$ cat src/rtl/blink_pwm_pkg.sv
package blink_pwm_pkg;
  localparam int NUM_SETS = 2;
  localparam int WIN_W = (NUM_SETS > 1) ? $clog2(NUM_SETS) : 1;

  // Load strobes from the write decoder to the timing datapath.
  typedef struct packed {
    logic [NUM_SETS-1:0] ldOn;
    logic [NUM_SETS-1:0] ldOff;
  } strobe_t;
endpackage

$ cat src/rtl/blink_pwm_ctrl.sv
module blink_pwm_ctrl
  import blink_pwm_pkg::*;
#(
  parameter int OFFS_W   = 3,
  parameter int ON_OFFS  = 0,
  parameter int OFF_OFFS = 4
) (
  input  logic              wrEn,
  input  logic [WIN_W-1:0]  wrWin,
  input  logic [OFFS_W-1:0] wrOffs,
  output strobe_t           strb
);
  localparam logic [OFFS_W-1:0] onAddr  = OFFS_W'(ON_OFFS);
  localparam logic [OFFS_W-1:0] offAddr = OFFS_W'(OFF_OFFS);

  always_comb begin
    strb = '0;
    if (wrEn) begin
      if (wrOffs == onAddr) begin
        strb.ldOn[wrWin] = 1'b1;
      end else if (wrOffs == offAddr) begin
        strb.ldOff[wrWin] = 1'b1;
      end
    end
  end
endmodule

$ cat src/rtl/blink_pwm_dp.sv
module blink_pwm_dp
  import blink_pwm_pkg::*;
#(
  parameter int LINES = 32,
  parameter int DUR_W = 32
) (
  input  logic               clk,
  input  logic               rstN,
  input  strobe_t            strb,
  input  logic [DUR_W-1:0]   wrData,
  input  logic [LINES-1:0]   outData,
  input  logic [LINES-1:0]   lineIsOut,
  input  logic [LINES-1:0]   blinkEn,
  input  logic [LINES-1:0]   setSel,
  output logic [LINES-1:0]   pinOut,
  output logic [NUM_SETS-1:0] wave,
  output logic [NUM_SETS-1:0] phaseEnd
);
  localparam logic [DUR_W-1:0] oneCnt = DUR_W'(1);

  for (genvar g = 0; g < NUM_SETS; g++) begin : g_set
    logic [DUR_W-1:0] pendOn, pendOff;
    logic [DUR_W-1:0] actOn, actOff;
    logic [DUR_W-1:0] cnt, curLen, lastIdx;
    logic             phaseHigh;

    // A length of zero still lasts one cycle.
    always_comb begin
      curLen  = phaseHigh ? actOn : actOff;
      lastIdx = (curLen == '0) ? '0 : curLen - oneCnt;
    end

    assign phaseEnd[g] = (cnt == lastIdx);
    assign wave[g]     = phaseHigh;

    always_ff @(posedge clk) begin
      if (!rstN) begin
        pendOn    <= '0;
        pendOff   <= '0;
        actOn     <= '0;
        actOff    <= '0;
        cnt       <= '0;
        phaseHigh <= 1'b1;
      end else begin
        if (strb.ldOn[g])  pendOn  <= wrData;
        if (strb.ldOff[g]) pendOff <= wrData;
        if (phaseEnd[g]) begin
          cnt       <= '0;
          phaseHigh <= ~phaseHigh;
          actOn     <= pendOn;
          actOff    <= pendOff;
        end else begin
          cnt <= cnt + oneCnt;
        end
      end
    end
  end

  for (genvar i = 0; i < LINES; i++) begin : g_line
    always_comb begin
      if (blinkEn[i] && lineIsOut[i]) begin
        pinOut[i] = wave[setSel[i]];
      end else begin
        pinOut[i] = outData[i];
      end
    end
  end
endmodule

$ cat src/rtl/blink_pwm_gen.sv
module blink_pwm_gen
  import blink_pwm_pkg::*;
#(
  parameter int LINES  = 32,
  parameter int DUR_W  = 32,
  parameter int OFFS_W = 3
) (
  input  logic              clk,
  input  logic              rstN,
  input  logic              wrEn,
  input  logic              wrWin,
  input  logic [OFFS_W-1:0] wrOffs,
  input  logic [DUR_W-1:0]  wrData,
  input  logic [LINES-1:0]  outData,
  input  logic [LINES-1:0]  lineIsOut,
  input  logic [LINES-1:0]  blinkEn,
  input  logic [LINES-1:0]  setSel,
  output logic [LINES-1:0]  pinOut
);
  strobe_t             strb;
  logic [NUM_SETS-1:0] wave;
  logic [NUM_SETS-1:0] phaseEnd;

  blink_pwm_ctrl #(.OFFS_W(OFFS_W)) u_ctrl (
    .wrEn   (wrEn),
    .wrWin  (wrWin),
    .wrOffs (wrOffs),
    .strb   (strb)
  );

  blink_pwm_dp #(.LINES(LINES), .DUR_W(DUR_W)) u_dp (
    .clk       (clk),
    .rstN      (rstN),
    .strb      (strb),
    .wrData    (wrData),
    .outData   (outData),
    .lineIsOut (lineIsOut),
    .blinkEn   (blinkEn),
    .setSel    (setSel),
    .pinOut    (pinOut),
    .wave      (wave),
    .phaseEnd  (phaseEnd)
  );
endmodule

$ cat config.mk
export PLATFORM = sky130hd
export DESIGN_NAME = blink_pwm_gen
export DESIGN_NICKNAME = d
export VERILOG_FILES = /design/src/rtl/blink_pwm_pkg.sv /design/src/rtl/blink_pwm_ctrl.sv /design/src/rtl/blink_pwm_dp.sv /design/src/rtl/blink_pwm_gen.sv
export SDC_FILE = /design/constraint.sdc
export NUM_CORES = 1
export LEC_CHECK = 0
export BUFFER_PORTS_ARGS = -buffer_cell sky130_fd_sc_hd__clkbuf_2
export CORE_MARGIN = 1
export CORE_UTILIZATION = 45
export CTS_CLUSTER_SIZE = 8
export DETAILED_ROUTE_END_ITERATION = 12
export PLACE_DENSITY = 0.64
export SYNTH_ARGS = -nofsm -noshare
export SYNTH_HDL_FRONTEND = slang
export SYNTH_SLANG_ARGS = --single-unit
$ cat constraint.sdc
create_clock -name clk -period 12.75 [get_ports clk]
set_input_delay 0.6375 -clock clk [delete_from_list [all_inputs] [get_ports clk]]
set_output_delay 0.6375 -clock clk [all_outputs]
set_load 0.01 [all_outputs]
==> results.yml, run 1 <==
run_status:
  outcome: "completed"
worst_hold_path:
  hp-class: "in2reg"
  min_to: "u_dp.g_set[0].pendOn[16]$_SDFFE_PN0P_"
  min_from: "wrData[16]"
  holdPathStages: 3
yosys:
  synth_seq_area_share: 0.363
  ys_warn_count: 0
  synth_top_area_share: 0.363
  synth_area_leaders: "dfxtp_1 (36%), a21oi_1 (8.8%), nand2_1 (6.8%)"
  async_flop_share: 0
  avgSynthCellArea_um2: 7.95
  synthTopCellsByCount: "dfxtp_1 (322), nand2_1 (321), a21oi_1 (311)"
  syn_area_um2: 17800
  yosysTopAreaCell: "dfxtp_1"
  yosysMostFrequentCell: "dfxtp_1"
  synth_cell_types: 82
  synth_edf_count: 0
  synth_fp_nets: 2408
  synth_cells: 2237
  synthFlopType: "dfxtp_1"
  ys_ff_latch: 322
sta:
  relSlewSlack: 0.169
  fin_setup_tns_ns: 0
  rsz0062_at_grt: "no"
  worst_slew_pin_slew_ns: 1.25
  finalCriticalPeriod_ns: 6.99
  skew_ns: 0.0205
  slew_violations: 0
  post-route-period-util: 0.548
  hold_violations: 0
  finalSetupViolations: 0
  fmax_mhz: 143
grt:
  grt.busiest_layer: "met2"
  use_met1: 0.397
  globalRouteTotalUtil: 0.282
  grt_first_pass_wirelength_mm: 91.7
  grt_pass1_vias: 16300
  use_met3: 0.0391
  grt_max_degree: 113
  grt-ovfl-total: 0
  antenna_found_initial: 2
  met2_usage: 0.446
cts:
  ctsResizeCount: 0
  cts_root_buffer: "clkbuf_16"
  clock_path_buffers: 3
  clk_latency_ns: 0.58
  clk_pin_slew_ns: 0.05
  cts_tree: "done"
  cts_setup_buffers: 0
  cts-buffers-inserted: 46
  cts_sinks: 322
  htree_levels: 2
  cts_hold_buf: 0
critical_path:
  r2r_slack_ns: 5.76
  cp_common_cell: "nor4b_1"
  cp-start-kind: "flip-flop"
  cp_slowest_cell: "o31ai_4"
  slowest_delay_ns: 1.05
  worstSetupPathType: "reg2reg"
  cp_cell_sequence: "buf_4, mux2i_1, ha_1, nor4b_1, a22oi_1, a2111oi_0, nand3_1, a211oi_1, o22ai_1, nor4b_1, or4b_2, o31ai_4, nor2_1"
  worstPathArrival_ns: 7.39
  required_ns: 13.15
  crit_fanout: 75
  worstReg2RegStart: "u_dp.g_set[0].phaseHigh$_SDFFE_PN1N_"
  end_kind: "flip-flop"
  r2r_end: "u_dp.g_set[0].cnt[28]$_SDFF_PP0_"
  reg2reg_depth: 13
drt:
  firstDrtPassIters: 6
  drc: 0
  drt_iter0_markers: 1623
  routed_wl_mm: 57.7
  num_vias: 17500
  postRouteAntennaNets: 0
  drt-vias-per-instance: 6.16
  routedWlPerCell_um: 20.3
run:
  cap_violations: 0
layout:
  fin_cells: 2846
  area_growth_pct: 13.1
  nets: 2491
  layout-drive-gt1-share: 0.146
placed_design:
  dp.cells: 2790
  port_buffers: 198
  post-dp-hpwl_mm: 40.0
  globalplace.congestion: 0.904
floorplanning:
  die_h_um: 201
  start_util: 0.458
  fp.dieArea_um2: 40300
  io_pins: 199
  die_w_um: 201
  core-area_um2: 38800
  row_count: 72
[area by class of cell]
cell class              instances  area (um2)
clock buffers                  52        1180
flip-flops and latches        322        6450
fillers                      3747       18700
inverters                      13        53.8
repair buffers                225        1190
clock inverters                 3        56.3
multi-input cells            1712       10500
well taps                     518         648
diodes                          1        2.50
[flip-flops by register name (all words and copies together), names as in the netlist]
| signal | count |
|---|---|
| u_dp.g_set.actOn | 64 |
| u_dp.g_set.cnt | 64 |
| u_dp.g_set.pendOff | 64 |
| u_dp.g_set.phaseHigh | 2 |
| u_dp.g_set.actOff | 64 |
| u_dp.g_set.pendOn | 64 |
[cells in the final DEF, fill, tap and decap left out, types with 32 or more instances in the layout]
cell,synthesis,final
nand2_1,321,321
dfxtp_1,322,320
a21oi_1,311,311
clkbuf_2,4,198
nand4_1,149,149
nor2_1,122,121
mux2i_1,89,89
o31ai_1,69,69
xor2_1,63,63
xnor2_1,63,63
o21ai_0,56,56
clkbuf_16,0,46
nor3_1,44,43
a31oi_1,38,38
or3_1,35,35
nand3_1,32,32
[logic make-up after synthesis]
| kind of cell | share of synthesized area |
|---|---|
| simple gates | 0.258 |
| flops | 0.363 |
| mux | 0.0590 |
| fa+ha+maj | 0.00282 |
| compound gates | 0.197 |
| xor+xnor | 0.0737 |
| buf+inv | 0.0477 |
[stage by stage]
step	area (um2)	setup slack (ns)	util	hold slack, ns
finish	20100	5.76	0.518	0.342
floorplan	17800	6.66	-	0.437
CTS	20100	5.74	0.518	0.341
global route	20100	4.99	0.518	0.352
detailed placement	18900	5.82	0.486	0.447
global placement	18900	6.00	0.486	0.443
[per-layer routing]
metal,routed length [um],vias to the layer above
li1,-,8364
met1,26400,8361
met2,25700,714
met3,4140,98
met4,1480,2
met5,13,-
[worst max path at each step]
stage                                                     from                                   end  slack, ns  cells past startpoint
after floorplan           u_dp.g_set[0].phaseHigh$_SDFFE_PN1N_  u_dp.g_set[0].actOn[23]$_SDFFE_PN0N_       6.66                     23
after global placement    u_dp.g_set[0].phaseHigh$_SDFFE_PN1N_      u_dp.g_set[0].cnt[29]$_SDFF_PP0_       6.00                     13
after detailed placement  u_dp.g_set[0].phaseHigh$_SDFFE_PN1N_      u_dp.g_set[0].cnt[19]$_SDFF_PP0_       5.82                     13
after CTS                 u_dp.g_set[0].phaseHigh$_SDFFE_PN1N_      u_dp.g_set[0].cnt[28]$_SDFF_PP0_       5.74                     13
after global routing      u_dp.g_set[0].phaseHigh$_SDFFE_PN1N_      u_dp.g_set[0].cnt[30]$_SDFF_PP0_       4.99                     13
final                     u_dp.g_set[0].phaseHigh$_SDFFE_PN1N_      u_dp.g_set[0].cnt[28]$_SDFF_PP0_       5.76                     13
[critical path: cells and delay by family (launching register included)]
kind	cells	cell delay, ns
AOI/OAI and AO/OA	5	2.70
adders and majority gates	1	0.31
buffers and inverters	1	0.69
DFF	1	0.67
muxes	1	0.38
and+or+nand+nor	5	2.05
Power of run 1 is not shown: default switching activity piles up to over one toggle a cycle in this logic, so the estimate is an artifact.
==> inputs of run 2 (changes only) <==
--- a/config.mk
+++ b/config.mk
@@ -10,7 +10,7 @@
 export CORE_UTILIZATION = 45
 export CTS_CLUSTER_SIZE = 8
 export DETAILED_ROUTE_END_ITERATION = 12
-export PLACE_DENSITY = 0.64
+export PLACE_DENSITY = 0.66
 export SYNTH_ARGS = -nofsm -noshare
 export SYNTH_HDL_FRONTEND = slang
 export SYNTH_SLANG_ARGS = --single-unit
==> constraint.sdc (replaced) <==
create_clock -name clk -period 5.85 [get_ports clk]
set_input_delay 0.2925 -clock clk [delete_from_list [all_inputs] [get_ports clk]]
set_output_delay 0.2925 -clock clk [all_outputs]
set_load 0.01 [all_outputs]
==> run 2 against run 1 <==
Against the previous run:
- via count hardly changed
- sequential share of layout area is 0.17 points lower
- highest routed layer is now met4
- first-iteration DRC count is 8.7% higher
==> results.yml, run 2 (synthesized netlist as in run 1, its figures left out) <==
critical_path:
  r2r_end: "u_dp.g_set[0].cnt[15]$_SDFF_PP0_"
  cp_slowest_cell: "dfxtp_4"
  cp-start-kind: "flip-flop"
  r2r_slack_ns: 0.59
  crit_fanout: 47
  slowest_delay_ns: 0.67
  worstReg2RegStart: "u_dp.g_set[0].phaseHigh$_SDFFE_PN1N_"
  worstSetupPathType: "reg2reg"
  path_buf_inv: 2
  end_kind: "flip-flop"
  required_ns: 6.28
  cp_cell_sequence: "mux2i_1, ha_1, nor4b_1, a22oi_1, or3_1, xnor2_1, or4bb_1, o221ai_1, o2111ai_1, or4b_2, buf_4, o31ai_4, buf_4, nor2_1"
  reg2reg_depth: 14
  critical_path.top_delay_family: "simple AND/OR/NAND/NOR gates"
  cp_common_cell: "buf_4"
  worstPathArrival_ns: 5.70
floorplanning:
  fp.dieArea_um2: 40300
  row_count: 72
  start_util: 0.458
  io_pins: 199
  die_w_um: 201
  die_h_um: 201
  core-area_um2: 38800
layout:
  final_common_cell: "nand2_1"
  nets: 2503
  area_growth_pct: 13.8
  seqCellArea_um2: 6450
  layout-drive-gt1-share: 0.151
  diodes: 0
  n_fill_cell: 3702
  multi_input_area_um2: 10500
  most-common-layout-cells: "nand2_1 (321), dfxtp_1 (320), a21oi_1 (311), clkbuf_2 (198), nand4_1 (149)"
sta:
  rsz0062_at_grt: "no"
  slew_violations: 0
  timing.final.ws_setup_ns: 0.586
  worst_slew_pin_slew_ns: 0.988
  post-route-period-util: 0.900
  finalSetupViolations: 0
  skew_ns: 0.0138
  fin_setup_tns_ns: 0
  finalCriticalPeriod_ns: 5.26
  relSlewSlack: 0.341
  fmax_mhz: 190
  hold_violations: 0
cts:
  cts_sinks: 322
  clk_latency_ns: 0.57
  cts_tree: "done"
  clock_path_buffers: 3
  htree_levels: 2
  cts_hold_buf: 0
  cts_root_buffer: "clkbuf_16"
  cts-buffers-inserted: 46
  ctsResizeCount: 0
  clk_pin_slew_ns: 0.05
  cts_setup_buffers: 0
drt:
  drt_iter0_markers: 1765
  drc: 0
  postRouteAntennaNets: 0
  num_vias: 17500
  drt-vias-per-instance: 6.14
  routedWlPerCell_um: 19.9
  firstDrtPassIters: 8
  routed_wl_mm: 56.7
grt:
  globalRouteTotalUtil: 0.274
  grt_max_degree: 95
  grt-ovfl-total: 0
  grt_pass1_vias: 15900
  antenna_found_initial: 0
  grt_first_pass_wirelength_mm: 89.5
worst_hold_path:
  min_from: "wrData[19]"
  min_to: "u_dp.g_set[1].pendOn[19]$_SDFFE_PN0P_"
  hp-class: "in2reg"
  holdPathStages: 3
placed_design:
  globalplace.congestion: 0.953
  port_buffers: 198
  dp_slack_ns: 0.649
  post-dp-hpwl_mm: 39.6
run_status:
  outcome: "completed"
run:
  cap_violations: 0
run 2: cell types whose count changed in the layout (fill, tap and decap cells not counted), sizes merged:
| cell | delta |
|---|---|
| buf | +12 |
| clkbuf | -1 |
| diode | -1 |
| inv | -1 |
run 2: layer usage:
| layer | track usage | part of all wire |
|---|---|---|
| met1 | 0.392 | 0.46 |
| met2 | 0.415 | 0.43 |
| met3 | 0.0407 | 0.075 |
| met4 | 0.0987 | 0.032 |
| met5 | 0 | 0 |
run 2: worst max-delay path by stage:
| stage | from | slack, ns | depth (start not counted) | endpoint |
|---|---|---|---|---|
| floorplan | u_dp.g_set[0].phaseHigh$_SDFFE_PN1N_ | 0.09 | 22 | u_dp.g_set[0].actOn[23]$_SDFFE_PN0N_ |
| CTS | u_dp.g_set[0].phaseHigh$_SDFFE_PN1N_ | 0.64 | 14 | u_dp.g_set[0].cnt[3]$_SDFF_PP0_ |
| finish | u_dp.g_set[0].phaseHigh$_SDFFE_PN1N_ | 0.59 | 14 | u_dp.g_set[0].cnt[15]$_SDFF_PP0_ |
| detailed placement | u_dp.g_set[0].phaseHigh$_SDFFE_PN1N_ | 0.65 | 14 | u_dp.g_set[0].cnt[15]$_SDFF_PP0_ |
| global route | u_dp.g_set[0].phaseHigh$_SDFFE_PN1N_ | 0.03 | 14 | u_dp.g_set[0].cnt[12]$_SDFF_PP0_ |
| global placement | u_dp.g_set[0].phaseHigh$_SDFFE_PN1N_ | 0.79 | 14 | u_dp.g_set[0].cnt[5]$_SDFF_PP0_ |
run 2: area by class of cell:
class / instances / share of cell area
Timing Repair Buffer: 237 / 0.0647
Sequential cell: 322 / 0.319
Tap cell: 518 / 0.0320
Clock inverter: 2 / 0.00179
Clock buffer: 51 / 0.0588
Multi-Input combinational cell: 1712 / 0.521
Inverter: 13 / 0.00266
run 2: stage by stage:
stage	area, um2	hold slack (ns)	util	cells
after CTS	20200	0.0324	0.521	2855
after global routing	20200	0.0455	0.521	2855
after floorplan	17800	0.369	-	2237
final	20200	0.0366	0.521	2855
after detailed placement	19000	0.447	0.489	2802
after global placement	19000	0.442	0.489	2802
run 2: worst reg2reg max path: cells and delay by family (launching register included):
| kind | cells | cell delay [ns] |
|---|---|---|
| simple gates | 5 | 2.03 |
| mux | 1 | 0.38 |
| buf+inv | 2 | 0.64 |
| flops | 1 | 0.67 |
| xor+xnor | 1 | 0.28 |
| compound gates | 4 | 0.83 |
| fa+ha+maj | 1 | 0.32 |
Power of run 2 is left out for the same reason.
==> inputs of run 3 (changes only) <==
--- a/config.mk
+++ b/config.mk
@@ -10,7 +10,7 @@
 export CORE_UTILIZATION = 45
 export CTS_CLUSTER_SIZE = 8
 export DETAILED_ROUTE_END_ITERATION = 12
-export PLACE_DENSITY = 0.66
+export PLACE_DENSITY = 0.64
 export SYNTH_ARGS = -nofsm -noshare
 export SYNTH_HDL_FRONTEND = slang
 export SYNTH_SLANG_ARGS = --single-unit
==> constraint.sdc (replaced) <==
create_clock -name clk -period 5.3 [get_ports clk]
set_input_delay 0.265 -clock clk [delete_from_list [all_inputs] [get_ports clk]]
set_output_delay 0.265 -clock clk [all_outputs]
set_load 0.01 [all_outputs]
==> run 3 against run 2 <==
Against the previous run:
- hold slack lost 0.019 ns
- sequential cell count is the same
- critical path depth is 1 lower
- routed wire length up 1.0%
- first-iteration DRC count decreased by 4.2%
- global-route usage is 0.26 points higher
- critical endpoint is now u_dp.g_set[0].actOn[7]$_SDFFE_PN0N_
- largest cell class unchanged
- sequential share of layout area down 0.25 points
- cell area up 0.79%
==> results.yml, run 3 (synthesized netlist as in run 1, its figures left out) <==
cts:
  cts_setup_buffers: 0
  clk_pin_slew_ns: 0.05
  cts_tree: "done"
  ctsResizeCount: 0
  clock_path_buffers: 3
  cts-buffers-inserted: 46
  htree_levels: 2
  cts_hold_buf: 0
  clk_latency_ns: 0.56
  cts_root_buffer: "clkbuf_16"
  cts_sinks: 322
critical_path:
  slowest_delay_ns: 0.70
  worstSetupPathType: "reg2reg"
  worstReg2RegStart: "u_dp.g_set[0].phaseHigh$_SDFFE_PN1N_"
  r2r_end: "u_dp.g_set[0].actOn[7]$_SDFFE_PN0N_"
  cp_cell_sequence: "buf_4, or3_1, a222oi_1, buf_4, nor4b_1, nand3_1, a211oi_1, o22ai_1, nor4b_1, or4b_2, buf_4, o31ai_1, a21oi_1"
  cp-start-kind: "flip-flop"
  required_ns: 5.69
  reg2reg_depth: 13
  worstPathArrival_ns: 5.37
  crit_fanout: 50
  end_kind: "flip-flop"
  r2r_slack_ns: 0.32
  cp_slowest_cell: "or4b_2"
  cp_common_cell: "buf_4"
drt:
  routedWlPerCell_um: 20.0
  routed_wl_mm: 57.3
  postRouteAntennaNets: 0
  drt_iter0_markers: 1691
  drt-vias-per-instance: 6.09
  firstDrtPassIters: 5
  num_vias: 17500
  drc: 0
layout:
  final_cell_area_um2: 20400
  n_fill_cell: 3711
  diodes: 0
  fin_cells: 2867
  area_growth_pct: 14.7
  most-common-layout-cells: "nand2_1 (321), dfxtp_1 (320), a21oi_1 (311), clkbuf_2 (198), nand4_1 (149)"
  nets: 2515
  final_common_cell: "nand2_1"
  layout-drive-gt1-share: 0.156
sta:
  post-route-period-util: 0.940
  relSlewSlack: 0.240
  hold_slack_ns: 0.0177
  hold_violations: 0
  slew_violations: 0
  fin_setup_tns_ns: 0
  skew_ns: 0.0165
  finalSetupViolations: 0
  fmax_mhz: 201
  rsz0062_at_grt: "no"
  finalCriticalPeriod_ns: 4.98
  worst_slew_pin_slew_ns: 1.14
floorplanning:
  die_w_um: 201
  core-area_um2: 38800
  start_util: 0.458
  die_h_um: 201
  row_count: 72
  io_pins: 199
  fp.dieArea_um2: 40300
worst_hold_path:
  min_from: "wrData[18]"
  hp-class: "in2reg"
  holdPathStages: 3
  min_to: "u_dp.g_set[0].pendOn[18]$_SDFFE_PN0P_"
grt:
  grt-ovfl-total: 0
  grt_pass1_vias: 16000
  grt_max_degree: 153
  globalRouteTotalUtil: 0.276
  grt_first_pass_wirelength_mm: 89.6
  antenna_found_initial: 1
placed_design:
  port_buffers: 198
  dp.cells: 2814
  place_area_um2: 19100
  post-dp-hpwl_mm: 39.7
  globalplace.congestion: 0.947
run_status:
  outcome: "completed"
run:
  cap_violations: 0
==> run 3: changes by cell type in the layout (fill, tap and decap cells not counted), sizes merged <==
cell	previous run	this run
clkinvlp	0	1
inv	14	15
clkbuf	249	247
buf	39	51
==> run 3: how the worst max path moves through the flow <==
stage | from | end | slack [ns] | cells past startpoint
5_1_grt | u_dp.g_set[1].phaseHigh$_SDFFE_PN1N_ | u_dp.g_set[1].actOn[11]$_SDFFE_PN0N_ | 0.01 | 12
4_1_cts | u_dp.g_set[0].phaseHigh$_SDFFE_PN1N_ | u_dp.g_set[0].actOn[7]$_SDFFE_PN0N_ | 0.38 | 13
3_3_place_gp | u_dp.g_set[1].phaseHigh$_SDFFE_PN1N_ | u_dp.g_set[1].actOff[16]$_SDFFE_PN0N_ | 0.57 | 12
6_report | u_dp.g_set[0].phaseHigh$_SDFFE_PN1N_ | u_dp.g_set[0].actOn[7]$_SDFFE_PN0N_ | 0.32 | 13
3_5_place_dp | u_dp.g_set[0].phaseHigh$_SDFFE_PN1N_ | u_dp.g_set[0].actOff[19]$_SDFFE_PN0N_ | 0.43 | 13
2_1_floorplan | u_dp.g_set[1].phaseHigh$_SDFFE_PN1N_ | u_dp.g_set[1].cnt[23]$_SDFF_PP0_ | 0.04 | 22
==> run 3: routing by layer <==
metal / GRT usage / vias to the layer above / routed length, um / share of wire
met5: 0 / - / 0 / 0
met4: 0.0782 / 0 / 1310 / 0.023
met3: 0.0391 / 82 / 4220 / 0.074
met2: 0.430 / 713 / 25200 / 0.44
met1: 0.397 / 8297 / 26500 / 0.46
li1: - / 8375 / - / -
==> run 3: cell type report <==
type / instances / area [um2] / area share
Clock inverter: 4 / 66.3 / 0.00325
Clock buffer: 49 / 1160 / 0.0570
Multi-Input combinational cell: 1712 / 10600 / 0.518
Inverter: 13 / 53.8 / 0.00264
Timing Repair Buffer: 249 / 1450 / 0.0711
Tap cell: 518 / 648 / 0.0318
Sequential cell: 322 / 6450 / 0.317
==> run 3: worst max-delay path: cells and delay by family, from the launching register on <==
| kind | cells | cell delay, ns |
|---|---|---|
| buffers and inverters | 3 | 0.77 |
| AOI/OAI and AO/OA | 5 | 1.21 |
| and+or+nand+nor | 5 | 2.36 |
| DFF | 1 | 0.43 |
==> run 3: per-stage QoR <==
| step | util | worst slack (ns) |
|---|---|---|
| after floorplan | - | 0.0372 |
| after global placement | 0.493 | 0.572 |
| after detailed placement | 0.493 | 0.429 |
| after CTS | 0.525 | 0.383 |
| after global routing | 0.525 | 0.0117 |
| final | 0.525 | 0.318 |
Power of run 3 is left out for the same reason.
